[config.mk]
export PLATFORM = sky130hd
export DESIGN_NAME = wdog_two_stage
export DESIGN_NICKNAME = d
export VERILOG_FILES = /design/src/rtl/wdog_pkg.sv /design/src/rtl/wdog_period_lut.sv /design/src/rtl/wdog_tick_counter.sv /design/src/rtl/wdog_fsm.sv /design/src/rtl/wdog_two_stage.sv
export SDC_FILE = /design/constraint.sdc
export NUM_CORES = 1
export LEC_CHECK = 0
export ABC_AREA = 1
export CORE_UTILIZATION = 50
export DETAILED_ROUTE_END_ITERATION = 16
export GPL_ROUTABILITY_DRIVEN = 0
export PLACE_DENSITY = 0.72
export REMOVE_ABC_BUFFERS = 1
export SYNTH_ARGS = -nofsm -noshare
export SYNTH_HDL_FRONTEND = slang
export SYNTH_SLANG_ARGS = --single-unit
[constraint.sdc]
create_clock -name clk -period 1.86 [get_ports clk]
set_input_delay 0.372 -clock clk [delete_from_list [all_inputs] [get_ports clk]]
set_output_delay 0.372 -clock clk [all_outputs]
set_load 0.005 [all_outputs]
[src/rtl/wdog_pkg.sv]
package wdog_pkg;

    typedef enum logic [1:0] {
        WD_OFF,
        WD_STAGE1,
        WD_STAGE2,
        WD_RESET
    } wd_state_e;

    localparam int unsigned SEL_W     = 3;
    localparam int unsigned N_PERIODS = 1 << SEL_W;
    localparam int unsigned MAX_UNITS = 1024;

    // Deadline length in quarter-second units for each selector value.
    function automatic int unsigned wd_units(input int unsigned sel);
        case (sel)
            0:       return 1;
            1:       return 2;
            2:       return 4;
            3:       return 8;
            4:       return 16;
            5:       return 64;
            6:       return 256;
            default: return MAX_UNITS;
        endcase
    endfunction

endpackage

[src/rtl/wdog_period_lut.sv]
module wdog_period_lut
    import wdog_pkg::*;
#(
    parameter int unsigned UNIT_TICKS = 250,
    parameter int unsigned CW         = 18
) (
    input  logic [SEL_W-1:0] sel,
    output logic [CW-1:0]    limit
);

    logic [CW-1:0] tbl [N_PERIODS];

    // One table entry per selector value: the deadline in ticks.
    for (genvar i = 0; i < N_PERIODS; i++) begin : g_entry
        assign tbl[i] = CW'(wd_units(i) * UNIT_TICKS);
    end

    assign limit = tbl[sel];

endmodule

[src/rtl/wdog_tick_counter.sv]
module wdog_tick_counter #(
    parameter int unsigned CW = 18
) (
    input  logic          clk,
    input  logic          rst_n,
    input  logic          run,
    input  logic          restart,
    input  logic          tick,
    input  logic [CW-1:0] limit,
    output logic          expire
);

    logic [CW-1:0] cnt;

    always_ff @(posedge clk or negedge rst_n) begin
        if (!rst_n) begin
            cnt <= '0;
        end else if (restart || !run) begin
            cnt <= '0;
        end else if (tick) begin
            cnt <= cnt + CW'(1);
        end
    end

    // Expiry fires on the tick that would complete the deadline.
    assign expire = run && tick && (cnt == limit - CW'(1));

endmodule

[src/rtl/wdog_fsm.sv]
module wdog_fsm
    import wdog_pkg::*;
#(
    parameter int unsigned RST_HOLD = 16
) (
    input  logic clk,
    input  logic rst_n,
    input  logic en,
    input  logic nmi_en,
    input  logic rst_en,
    input  logic strobe,
    input  logic sel_chg,
    input  logic expire,
    output logic run,
    output logic restart,
    output logic enter_rst,
    output logic nmi_pulse,
    output logic rst_req
);

    localparam int unsigned HW = $clog2(RST_HOLD + 1);

    wd_state_e     state, nxt;
    logic [HW-1:0] hold_cnt;
    logic          hold_done;
    logic          nmi_fire;

    assign hold_done = (hold_cnt == HW'(RST_HOLD - 1));

    // State register and the reset hold counter.
    always_ff @(posedge clk or negedge rst_n) begin
        if (!rst_n) begin
            state    <= WD_OFF;
            hold_cnt <= '0;
        end else begin
            state    <= nxt;
            hold_cnt <= (state == WD_RESET) ? hold_cnt + HW'(1) : '0;
        end
    end

    always_comb begin
        nxt       = state;
        restart   = 1'b0;
        nmi_fire  = 1'b0;
        enter_rst = 1'b0;
        unique case (state)
            WD_OFF: begin
                if (en) begin
                    nxt     = WD_STAGE1;
                    restart = 1'b1;
                end
            end
            WD_STAGE1: begin
                if (!en) begin
                    nxt = WD_OFF;
                end else if (strobe || sel_chg) begin
                    restart = 1'b1;
                end else if (expire) begin
                    restart  = 1'b1;
                    nmi_fire = nmi_en;
                    if (rst_en && nmi_en) begin
                        nxt = WD_STAGE2;
                    end else if (rst_en) begin
                        nxt       = WD_RESET;
                        enter_rst = 1'b1;
                    end
                end
            end
            WD_STAGE2: begin
                if (!en) begin
                    nxt = WD_OFF;
                end else if (strobe) begin
                    nxt     = WD_STAGE1;
                    restart = 1'b1;
                end else if (sel_chg) begin
                    restart = 1'b1;
                end else if (expire) begin
                    restart = 1'b1;
                    if (rst_en) begin
                        nxt       = WD_RESET;
                        enter_rst = 1'b1;
                    end else begin
                        nxt = WD_STAGE1;
                    end
                end
            end
            WD_RESET: begin
                if (hold_done) begin
                    nxt = WD_OFF;
                end
            end
        endcase
    end

    // Output register.
    always_ff @(posedge clk or negedge rst_n) begin
        if (!rst_n) begin
            nmi_pulse <= 1'b0;
        end else begin
            nmi_pulse <= nmi_fire;
        end
    end

    assign rst_req = (state == WD_RESET);
    assign run     = (state == WD_STAGE1) || (state == WD_STAGE2);

endmodule

[src/rtl/wdog_two_stage.sv]
module wdog_two_stage
    import wdog_pkg::*;
#(
    parameter int unsigned UNIT_TICKS = 250,
    parameter int unsigned RST_HOLD   = 16
) (
    input  logic             clk,
    input  logic             rst_n,
    input  logic             por_n,
    input  logic             tick,
    input  logic             cfg_en,
    input  logic             cfg_nmi_en,
    input  logic             cfg_rst_en,
    input  logic [SEL_W-1:0] cfg_sel,
    input  logic             strobe,
    output logic             nmi_pulse,
    output logic             rst_req,
    output logic             wd_caused_rst
);

    localparam int unsigned CW = $clog2(MAX_UNITS * UNIT_TICKS + 1);

    logic             sys_rst_n;
    logic [SEL_W-1:0] sel_q;
    logic             sel_chg;
    logic [CW-1:0]    limit;
    logic             run, restart, expire, enter_rst;

    assign sys_rst_n = rst_n & por_n;

    always_ff @(posedge clk or negedge sys_rst_n) begin
        if (!sys_rst_n) begin
            sel_q <= '0;
        end else begin
            sel_q <= cfg_sel;
        end
    end

    assign sel_chg = (cfg_sel != sel_q);

    // The cause flag is cleared only by the power-up reset.
    always_ff @(posedge clk or negedge por_n) begin
        if (!por_n) begin
            wd_caused_rst <= 1'b0;
        end else if (enter_rst) begin
            wd_caused_rst <= 1'b1;
        end
    end

    wdog_period_lut #(.UNIT_TICKS(UNIT_TICKS), .CW(CW)) u_lut (
        .sel   (cfg_sel),
        .limit (limit)
    );

    wdog_tick_counter #(.CW(CW)) u_cnt (
        .clk     (clk),
        .rst_n   (sys_rst_n),
        .run     (run),
        .restart (restart),
        .tick    (tick),
        .limit   (limit),
        .expire  (expire)
    );

    wdog_fsm #(.RST_HOLD(RST_HOLD)) u_fsm (
        .clk       (clk),
        .rst_n     (sys_rst_n),
        .en        (cfg_en),
        .nmi_en    (cfg_nmi_en),
        .rst_en    (cfg_rst_en),
        .strobe    (strobe),
        .sel_chg   (sel_chg),
        .expire    (expire),
        .run       (run),
        .restart   (restart),
        .enter_rst (enter_rst),
        .nmi_pulse (nmi_pulse),
        .rst_req   (rst_req)
    );

endmodule

==> impl_results.md, run 1 <==
* Worst path slowest cell: dfrtp_1
* Share of cells above drive strength 1 at 29.4%
* Fmax at 536 MHz
* Via density per instance at 5.14
* Clk_skew at 6.91 ps
* DRT Pass-1 Iters at 4
* Worst slew pin tran at 376 ps
* First DRT Iteration DRCs at 103
* First-pass GRT wire length at 8970 µm
* Drt total wl at 5700 µm
* Peak supply drop at 0.703 mV
* Die Ht at 68.1 µm
* Total track usage at 26.5%
* Critical Path, Cell by Cell: inv_2 > ha_4 > nand3_4 > a21oi_2 > nand2_1 > nor2_1 > nand3_1 > nor2_1 > nand2_1 > nand2_2 > nand2_4 > nand2_4 > nor2_1
* Worst setup EP type: flip-flop
* Vias in the first global route at 2115
* Rows at 23
* Clock net sink count at 30
* Top-Level Pins at 14
* Worst hold-check path type: in -> async
* Unique masters post-synth at 29
* Core area at 0.00409 mm²
* Port bufs at 13
* Setup-failing EPs final at 6
* Clock transition at the registers of the reported paths at 60 ps
* Clock buffer count from CTS at 5
* # DRC at 0
* Final Hold Vio Count at 0
* Worst R2R Start: u_fsm.state[1]
* Final setup margin at -7.10 ps
* DP Cell Count at 418
* Final core occ at 74.1%
* Yosys top cell by area: dfrtp_1
* Diodes inserted at 0
* DIE AREA at 0.00464 mm²
* DPL Wire Length at 3880 µm
* H-Tree Depth at 2
* R2R Setup Slk at -7 ps
* Most used cell, CP: nor2_1
* Cell count of the worst reg-to-reg path at 13
* Synth Instances at 319
* Top post-synthesis cells by area: dfrtp_1 (34%), nand2_1 (15%), nor2_1 (9.6%)
* Remaining antenna violation count at 0
* WP data required at 2030 ps
* Max_cap viols at 0
* Vias post-DR at 2237
* EDFF count, synth at 0
* Post-DR wirelength/cell at 13.1 µm
* Fin crit share at 100%
* Starting density of the core at 53.5%
* Max incr delay on CP at 370 ps
* RSZ-0062 raised after global routing: true
* Flops & latches, synth at 30
* R2r endpoint: u_cnt.cnt[14]
* Outcome: finished, violations left
* Layout Cells excl Fill at 435
* Rel. slew slack at 74.9%
* Clock buffer depth at 2
* Root buffer cell: clkbuf_8
* Max-slew violation count at 0
* Chip width at 68.1 µm
* Grt ovf at 0
* Area share of the largest cell type after synthesis at 34.3%
* Register area share after synthesis at 34.3%
* Crit-path max FO at 5
* Leakage power at 0.00146 µW
* Failing checks: negative setup slack
* Final min period at 1870 ps
* Main synth FF type: dfrtp_1
* Data arrival, critical path at 2030 ps
* Worst-Skew Late Latency at 280 ps
* Largest net degree at the start of global routing at 30
* Antenna violations before repair at 0
* WS Path Type: reg -> reg
* Post-synthesis cell area at 0.00219 mm²
* Startpoint Class: flip-flop
* Power Density at 760 mW/mm²
* Area grow syn2layout at 38.5%
* CTS tree: built
* Nets at 409
* Hold Buf Count CTS at 0
* Synth Warn # at 0
* Syn Area/Cell at 6.85 µm²
* Fraction of registers with async set/reset at 100%
layout by cell type (no fill, tap or decap), types with 2 or more instances in the layout:
| cell type | count |
|---|---|
| nand2_4 | 3 |
| nand3b_1 | 3 |
| nor3_1 | 3 |
| nand3_1 | 30 |
| clkbuf_8 | 6 |
| xor2_2 | 2 |
| dlygate4sd2_1 | 2 |
| o21ai_0 | 8 |
| inv_2 | 7 |
| dfrtp_1 | 29 |
| ha_2 | 3 |
| clkdlybuf4s50_1 | 8 |
| ha_4 | 3 |
| nor2_2 | 12 |
| xor2_1 | 6 |
| o21ai_1 | 2 |
| a21oi_2 | 2 |
| clkdlybuf4s15_2 | 2 |
| nand2_2 | 10 |
| xnor2_1 | 4 |
| inv_1 | 34 |
| o211ai_1 | 3 |
| a21oi_1 | 3 |
| nor2_1 | 41 |
| buf_6 | 4 |
| nand3_2 | 5 |
| buf_4 | 43 |
| ha_1 | 8 |
| nor2_4 | 4 |
| nand2_1 | 77 |
| nand4_1 | 3 |
synth_stat cells, types with 2 or more instances:
master,n
nand2_1,87
nor2_1,56
inv_1,40
nand3_1,36
dfrtp_1,30
ha_1,14
o21ai_0,9
xor2_1,8
a21oi_1,4
xnor2_1,4
buf_4,3
nand3b_1,3
nand4_1,3
nor3_1,3
o211ai_1,3
buf_6,2
o21ai_1,2
kinds of logic (layout without fill, tap and decap cells):
family | after synthesis | after routing | share of synthesized area (%)
simple gates | 192 | 195 | 36.7
mux | 1 | 1 | 0.458
buf+inv | 47 | 110 | 9.33
flops | 30 | 30 | 34.3
fa+ha+maj | 14 | 14 | 8.01
compound gates | 23 | 23 | 6.30
xor+xnor | 12 | 12 | 4.81
layer usage:
metal | GRT usage, % | wire length [µm]
met5 | 0 | 0
met4 | 10.9 | 102
met3 | 6.83 | 362
met2 | 43.8 | 2690
met1 | 32.5 | 2550
report_power, final:
part | internal [µW] | switching [µW] | total [µW] | leakage, µW
sequential | 695 | 35.9 | 731 | 0.000407
combinational | 423 | 617 | 1040 | 0.00101
clock | 298 | 232 | 530 | 0.0000482
total | 1420 | 885 | 2300 | 0.00146
state kept, by name (all words and copies together), names as in the netlist:
name / cells
u_fsm.nmi_pulse: 1
sel_q: 3
wd_caused_rst: 1
u_cnt.cnt: 18
u_fsm.state: 2
u_fsm.hold_cnt: 5
how the worst max path moves through the flow:
stage | to | from | slack, ps | cells after the start
final | u_cnt.cnt[14] | u_fsm.state[1] | -7 | 13
after global routing | u_cnt.cnt[6] | cfg_sel[1] | -110 | 15
after CTS | u_cnt.cnt[12] | u_fsm.state[1] | -10 | 13
after detailed placement | u_cnt.cnt[12] | cfg_sel[1] | -640 | 16
after global placement | u_cnt.cnt[1] | cfg_sel[1] | -570 | 16
after floorplan | u_cnt.cnt[0] | cfg_sel[1] | 30 | 15
critical path: cells and delay by family, from the launching register on:
family	cells	cell delay [ps]
simple gates	10	910
compound gates	1	130
buf+inv	1	60
flops	1	370
fa+ha+maj	1	270
area by class of cell:
class | count | area (µm²)
well taps | 50 | 62.6
clock buffers | 7 | 86.3
fillers | 305 | 1060
flip-flops and latches | 30 | 752
clock inverters | 1 | 5.00
inverters | 41 | 154
multi-input cells | 245 | 1460
repair buffers | 61 | 505
repair_timing:
action                     CTS  global route
resized for setup           35            38
setup endpoints to repair   23            23
gates cloned                 4             0
pin swaps                   16            19
setup buffers                4             1
per-stage QoR:
step                      hold slack (ps)  instance area, µm²  setup TNS (ps)  worst slack, ps  power (µW)
final                                 237                3030           -22.9            -7.10        2300
after CTS                             234                2890           -54.1            -12.5        2170
after global placement                450                2640          -12060             -568        1420
after detailed placement              447                2640          -13330             -643        1430
after global routing                  242                3030           -1950             -114        2440
after floorplan                      76.4                2140               0             34.2        1130
No activity file was read; power rests on OpenSTA's default activity.
==> inputs of run 2 (changes only) <==
PLACE_DENSITY = unset   (was 0.72)
PLACE_DENSITY_LB_ADDON = 0.3   (was unset)
==> impl_results.md, run 2 (synthesis results as in run 1) <==
* Hold WS at 236 ps (-1.28 ps)
* Final min period at 1900 ps (+37.3 ps)
* Regs by FF count: u_cnt.cnt (18), u_fsm.hold_cnt (5), sel_q (3)
* Post-DR wirelength/cell at 13.6 µm (+3.7%)
* Nets at 406 (-0.73%)
* First-pass GRT wire length at 9050 µm (+0.84%)
* Root buffer cell: clkbuf_8
* Clock transition at the registers of the reported paths at 70 ps (about the same)
* Rel. slew slack at 75.0% (+0.095 points)
* Top-Level Pins at 14 (unchanged)
* Fin crit share at 102% (+2.0 points)
* DIE AREA at 0.00464 mm² (unchanged)
* Worst setup EP type: flip-flop
* Hold Buf Count CTS at 0 (unchanged)
* H-Tree Depth at 2 (unchanged)
* Design Power at 2370 µW (+2.9%)
* Fmax at 525 MHz (-2.0%)
* R2r endpoint: u_cnt.cnt[10]
* Crit-path max FO at 4 (-1)
* Final Hold Vio Count at 0 (unchanged)
* Antenna violations before repair at 0 (unchanged)
* Peak supply drop at 0.580 mV (-17%)
* Max reg flops at 18 (unchanged)
* Most frequent cells in the layout: nand2_1 (81), nor2_1 (45), buf_4 (41), inv_1 (36), nand3_1 (32)
* Worst-Skew Late Latency at 290 ps (about the same)
* Startpoint Class: primary input
* R2R Setup Slk at -20 ps (about the same)
* Gate power share at 41.4% (-3.8 points)
* Internal at 1510 µW (+6.3%)
* Clock power share at 27.5% (+4.5 points)
* Failing checks: negative setup slack
* Die Ht at 68.1 µm (unchanged)
* DRT Pass-1 Iters at 4 (unchanged)
* Cell count of the worst reg-to-reg path at 13 (unchanged)
* Clock buffer count from CTS at 5 (unchanged)
* RSZ-0062 raised after global routing: true
* Remaining antenna violation count at 0 (unchanged)
* Via density per instance at 5.31 (+3.2%)
* Outcome: finished, violations left
* Setup-failing EPs final at 14 (+8)
* Diodes inserted at 0 (unchanged)
* Clock net sink count at 30 (unchanged)
* Clock buffer depth at 2 (unchanged)
* Worst slew pin tran at 375 ps (-1.43 ps)
* Seq pwr share at 31.0% (-0.8 points)
* Vias post-DR at 2293 (+2.5%)
* CTS tree: built
* Leakage power at 0.00146 µW (-0.15%)
* Drt total wl at 5870 µm (+3.0%)
* Data arrival, critical path at 2070 ps (+40 ps)
* WP data required at 2030 ps (about the same)
* Area grow syn2layout at 35.5%
* Grt ovf at 0 (unchanged)
* Clk_skew at 8.26 ps (+1.35 ps)
* Most flops, register: u_cnt.cnt
* DPL Wire Length at 3860 µm (-0.61%)
* Max_cap viols at 0 (unchanged)
* Max-slew violation count at 0 (unchanged)
* Rows at 23 (unchanged)
* Core area at 0.00409 mm² (unchanged)
* Most common cell after layout, fill and taps aside: nand2_1
* WS Path Type: in -> reg
* First DRT Iteration DRCs at 158 (+53%)
* Worst hold-check path type: in -> async
* Starting density of the core at 53.5% (unchanged)
* Port bufs at 13 (unchanged)
* Total track usage at 26.5% (about the same)
* Largest net degree at the start of global routing at 30 (unchanged)
* Power Density at 800 mW/mm² (+5.2%)
* Switch share at 36.4% (-2.0 points)
* Final core occ at 72.5% (-1.6 points)
* Chip width at 68.1 µm (unchanged)
* Net Sw Power at 863 µW (-2.5%)
* Share of cells above drive strength 1 at 25.1% (-4.2 points)
* Worst R2R Start: u_fsm.state[0]
* Vias in the first global route at 2152 (+1.7%)
* # DRC at 0 (unchanged)
* Final setup margin at -44.4 ps (-37.3 ps)
[run 2: cell count changes in the layout (fill, tap and decap cells not counted), sizes merged]
cell,delta
clkdlybuf4s15,-2
clkinv,+1
clkdlybuf4s50,+1
buf,-3
bufinv,+1
dlygate4sd2,-1
[run 2: through the flow]
stage	area [µm²]	TNS, ps	std cells	worst slack [ps]
global placement	2640	-11380	417	-533
finish	2960	-201	432	-44.4
global route	2960	-2920	432	-184
detailed placement	2640	-13470	417	-643
floorplan	2140	0	313	34.2
CTS	2850	0	430	7.59
[run 2: power by group through the flow]
stage | Clock [µW] | Sequential (µW) | Combinational [µW]
after detailed placement | 0 | 733 | 697
after global placement | 0 | 730 | 682
after CTS | 662 | 722 | 838
final | 652 | 735 | 981
after floorplan | 0 | 738 | 397
after global routing | 695 | 738 | 1080
[run 2: repair_timing]
item,CTS,global route
setup buffers,1,3
pin swaps,5,15
endpoints found under the setup margin,23,23
gates cloned,4,0
gates resized for setup,23,31
[run 2: critical path, cell delays in order]
cell             delay (ps)
clkdlybuf4s50_1         580
inv_1                    60
nor2_1                  150
nand4_1                 170
nor2_1                  130
nand2_1                  90
nor2_2                  140
nand3_1                 120
xor2_1                  190
nor2_2                   60
[run 2: worst max-delay path by stage]
stage | cells past startpoint | slack [ps] | end | startpoint
global route | 10 | -180 | u_cnt.cnt[14] | tick
floorplan | 15 | 30 | u_cnt.cnt[0] | cfg_sel[1]
detailed placement | 16 | -640 | u_cnt.cnt[11] | cfg_sel[1]
finish | 10 | -40 | u_cnt.cnt[14] | tick
global placement | 14 | -530 | u_cnt.cnt[1] | cfg_sel[1]
CTS | 13 | 8 | u_cnt.cnt[4] | u_fsm.state[1]
[run 2: layer usage]
| layer | vias to the layer above | GRT usage [%] | wire length, µm |
|---|---|---|---|
| met2 | 87 | 42.3 | 2720 |
| met5 | - | 0 | 0 |
| met1 | 1053 | 32.9 | 2560 |
| li1 | 1136 | - | - |
| met3 | 17 | 6.67 | 407 |
| met4 | 0 | 13.3 | 183 |
[run 2: cell type report]
cell class / count / area [µm²]
inverters: 41 / 154
repair buffers: 58 / 468
flip-flops and latches: 30 / 752
clock inverters: 3 / 40.0
multi-input cells: 245 / 1420
clock buffers: 5 / 68.8
well taps: 50 / 62.6
fillers: 304 / 1120
==> inputs of run 3 (changes only) <==
ABC_AREA = unset   (was 1)
RECOVER_POWER = 25   (was unset)
==> impl_results.md, run 3 <==
* Largest net degree at the start of global routing at 30 (unchanged)
* Port bufs at 13 (unchanged)
* Diodes inserted at 0 (unchanged)
* Remaining antenna violation count at 0 (unchanged)
* Unique masters post-synth at 52 (+79%)
* Synth Warn # at 0 (unchanged)
* Vias in the first global route at 2207 (+2.6%)
* Worst R2R Start: u_fsm.state[1]
* Final Hold Vio Count at 0 (unchanged)
* # DRC at 0 (unchanged)
* Fraction of registers with async set/reset at 100% (unchanged)
* Area share of the largest cell type after synthesis at 34.3% (-0.039 points)
* Clock net sink count at 30 (unchanged)
* WP data required at 2030 ps (about the same)
* Most numerous cell in the Yosys netlist: dfrtp_1
* Post-DR wirelength/cell at 18.5 µm (+36%)
* First DRT Iteration DRCs at 127 (-20%)
* H-Tree Depth at 2 (unchanged)
* Synth Instances at 245 (-23%)
* Root buffer cell: clkbuf_8
* Drt total wl at 6850 µm (+17%)
* Clock buffer count from CTS at 5 (unchanged)
* Worst path slowest cell: or4b_4
* Main synth FF type: dfrtp_1
* Max incr delay on CP at 480 ps (-100 ps)
* Grt ovf at 0 (unchanged)
* Hold Buf Count CTS at 0 (unchanged)
* Data arrival, critical path at 2460 ps (+390 ps)
* Core area at 0.00409 mm² (unchanged)
* Final min period at 2280 ps (+377 ps)
* Outcome: finished, violations left
* Max-slew violation count at 0 (unchanged)
* Failing checks: negative setup slack
* Syn Area/Cell at 8.93 µm² (+30%)
* Setup TNS at -7330 ps (-7130 ps)
* Top post-synthesis cells by area: dfrtp_1 (34%), ha_1 (8.0%), xnor2_1 (7.2%)
* CP top delay family: simple AND/OR/NAND/NOR gates
* Area post-placement at 0.00273 mm² (+3.6%)
* Worst setup EP type: flip-flop
* Regs by FF count: u_cnt.cnt (18), u_fsm.hold_cnt (5), sel_q (3)
* Max_cap viols at 0 (unchanged)
* Area grow syn2layout at 44.8%
* Startpoint Class: primary input
* Antenna violations before repair at 0 (unchanged)
* DPL Wire Length at 3890 µm (+0.82%)
* CTS tree: built
* Clock buffer depth at 2 (unchanged)
* Total track usage at 31.0% (+4.5 points)
* Leakage power at 0.00140 µW (-4.3%)
* WS Path Type: in -> reg
* Fmax at 438 MHz (-17%)
* Power Density at 606 mW/mm² (-24%)
* Cell count of the worst reg-to-reg path at 10 (-3)
* R2r endpoint: u_cnt.cnt[9]
* CP Buf/Inv Count at 4 (+2)
* Worst hold-check path type: in -> async
* Nets at 345 (-15%)
* RSZ-0062 raised after global routing: true
* Fin crit share at 123% (+20 points)
* First-pass GRT wire length at 10300 µm (+14%)
* Crit-path max FO at 8 (+4)
* Most common cell after layout, fill and taps aside: buf_4
* Peak supply drop at 0.421 mV (-27%)
* Chip width at 68.2 µm (about the same)
* Top-Level Pins at 14 (unchanged)
* Top post-synthesis cells by count: dfrtp_1 (30), nor2_1 (21), nand3_1 (18), nor3_1 (18), xnor2_1 (18)
* Final core occ at 77.6% (+5.1 points)
* Starting density of the core at 53.6% (+0.061 points)
* Vias post-DR at 2225 (-3.0%)
* Post-synthesis cell area at 0.00219 mm² (+0.11%)
* Fill cells at 273 (-10%)
* Most flops, register: u_cnt.cnt
* Die Ht at 68.2 µm (about the same)
* DRT Pass-1 Iters at 4 (unchanged)
* Max reg flops at 18 (unchanged)
* Clk_skew at 2.99 ps (-5.27 ps)
* EDFF count, synth at 0 (unchanged)
* Yosys top cell by area: dfrtp_1
* R2R Setup Slk at -380 ps (-360 ps)
* Most frequent cells in the layout: buf_4 (61), dfrtp_1 (30), xnor2_1 (17), nand2_1 (16)
* Register area share after synthesis at 34.3% (-0.039 points)
* DIE AREA at 0.00465 mm² (+0.10%)
* Critical Path, Cell by Cell: buf_6 > inv_8 > ha_4 > and2b_2 > or4b_4 > a21oi_2 > nand4_2 > nor4_4 > buf_4 > clkbuf_16 > nor3_2
* Rows at 23 (unchanged)
* Setup-failing EPs final at 21 (+7)
* Flops & latches, synth at 30 (unchanged)
* Via density per instance at 6.00 (+13%)
* Clock transition at the registers of the reported paths at 70 ps (about the same)
* Worst slew pin tran at 794 ps (+419 ps)
* Final setup margin at -421 ps (-377 ps)
* Worst-Skew Late Latency at 290 ps (about the same)
* Final Cell Area at 0.00317 mm² (+7.0%)
* Rel. slew slack at 47.1% (-28 points)
* Share of cells above drive strength 1 at 37.4% (+12 points)
[run 3: what timing repair did]
action                     CTS  global route
setup buffers                7             4
hold endpoints to repair     0             0
resized for setup           50            22
pin swaps                   14            14
setup endpoints to repair   23            22
gates cloned                 1             0
[run 3: layer usage]
metal | global-route usage (%) | routed length, µm | up-vias | share of wire [%]
met5 | 0 | 0 | - | 0
li1 | - | - | 1019 | -
met3 | 6.83 | 386 | 32 | 5.6
met1 | 33.7 | 2590 | 1086 | 38
met4 | 17.4 | 274 | 0 | 4.0
met2 | 54.9 | 3600 | 88 | 53
[run 3: final cells by class]
cell class,count,area [µm²],area share [%]
Sequential cell,30,751,23.7
Clock buffer,6,82.6,2.61
Timing Repair Buffer,83,697,22.0
Multi-Input combinational cell,186,1500,47.3
Clock inverter,2,12.5,0.395
Tap cell,50,62.6,1.97
Inverter,14,65.1,2.05
[run 3: worst max-delay path by stage]
| stage | start | to | cells past startpoint |
|---|---|---|---|
| detailed placement | cfg_sel[0] | u_cnt.cnt[10] | 10 |
| global placement | cfg_sel[0] | u_cnt.cnt[10] | 10 |
| CTS | cfg_sel[1] | u_cnt.cnt[14] | 11 |
| global route | u_fsm.state[0] | u_cnt.cnt[15] | 10 |
| floorplan | cfg_sel[0] | u_cnt.cnt[10] | 8 |
| finish | cfg_sel[0] | u_cnt.cnt[9] | 11 |
[run 3: through the flow]
| stage | hold WS (ps) | setup WS [ps] | instances | power (µW) |
|---|---|---|---|---|
| 2_1_floorplan | 76.4 | -719 | 230 | 960 |
| 3_3_place_gp | 459 | -983 | 352 | 1220 |
| 3_5_place_dp | 459 | -1040 | 352 | 1230 |
| 4_1_cts | 227 | -335 | 368 | 1850 |
| 5_1_grt | 301 | -484 | 371 | 2010 |
| 6_report | 294 | -421 | 371 | 1920 |
[run 3: cells by family (layout without fill, tap and decap cells)]
family          after synthesis  count (layout)  share of synthesized area (%)
fa+ha+maj                    14              14                           8.00
flops                        30              30                           34.3
simple gates                111             111                           28.2
mux                           2               2                          0.972
compound gates               33              33                           10.9
buf+inv                      29             105                           7.20
xor+xnor                     26              26                           10.4
[run 3: report_power, final]
part           internal, µW  total, µW  switching (µW)
Sequential              675        692            17.7
Clock                   297        557             260
Combinational           310        671             361
Total                  1280       1920             639
[run 3: worst register-to-register path, delay by kind of cell, from the launching register on]
family                   cells  cell delay (ps)
AO/OA/AOI/OAI                2              420
adder cells (fa/ha/maj)      1              290
AND/OR/NAND/NOR              4              630
flip-flops                   1              350
buffers and inverters        3              430
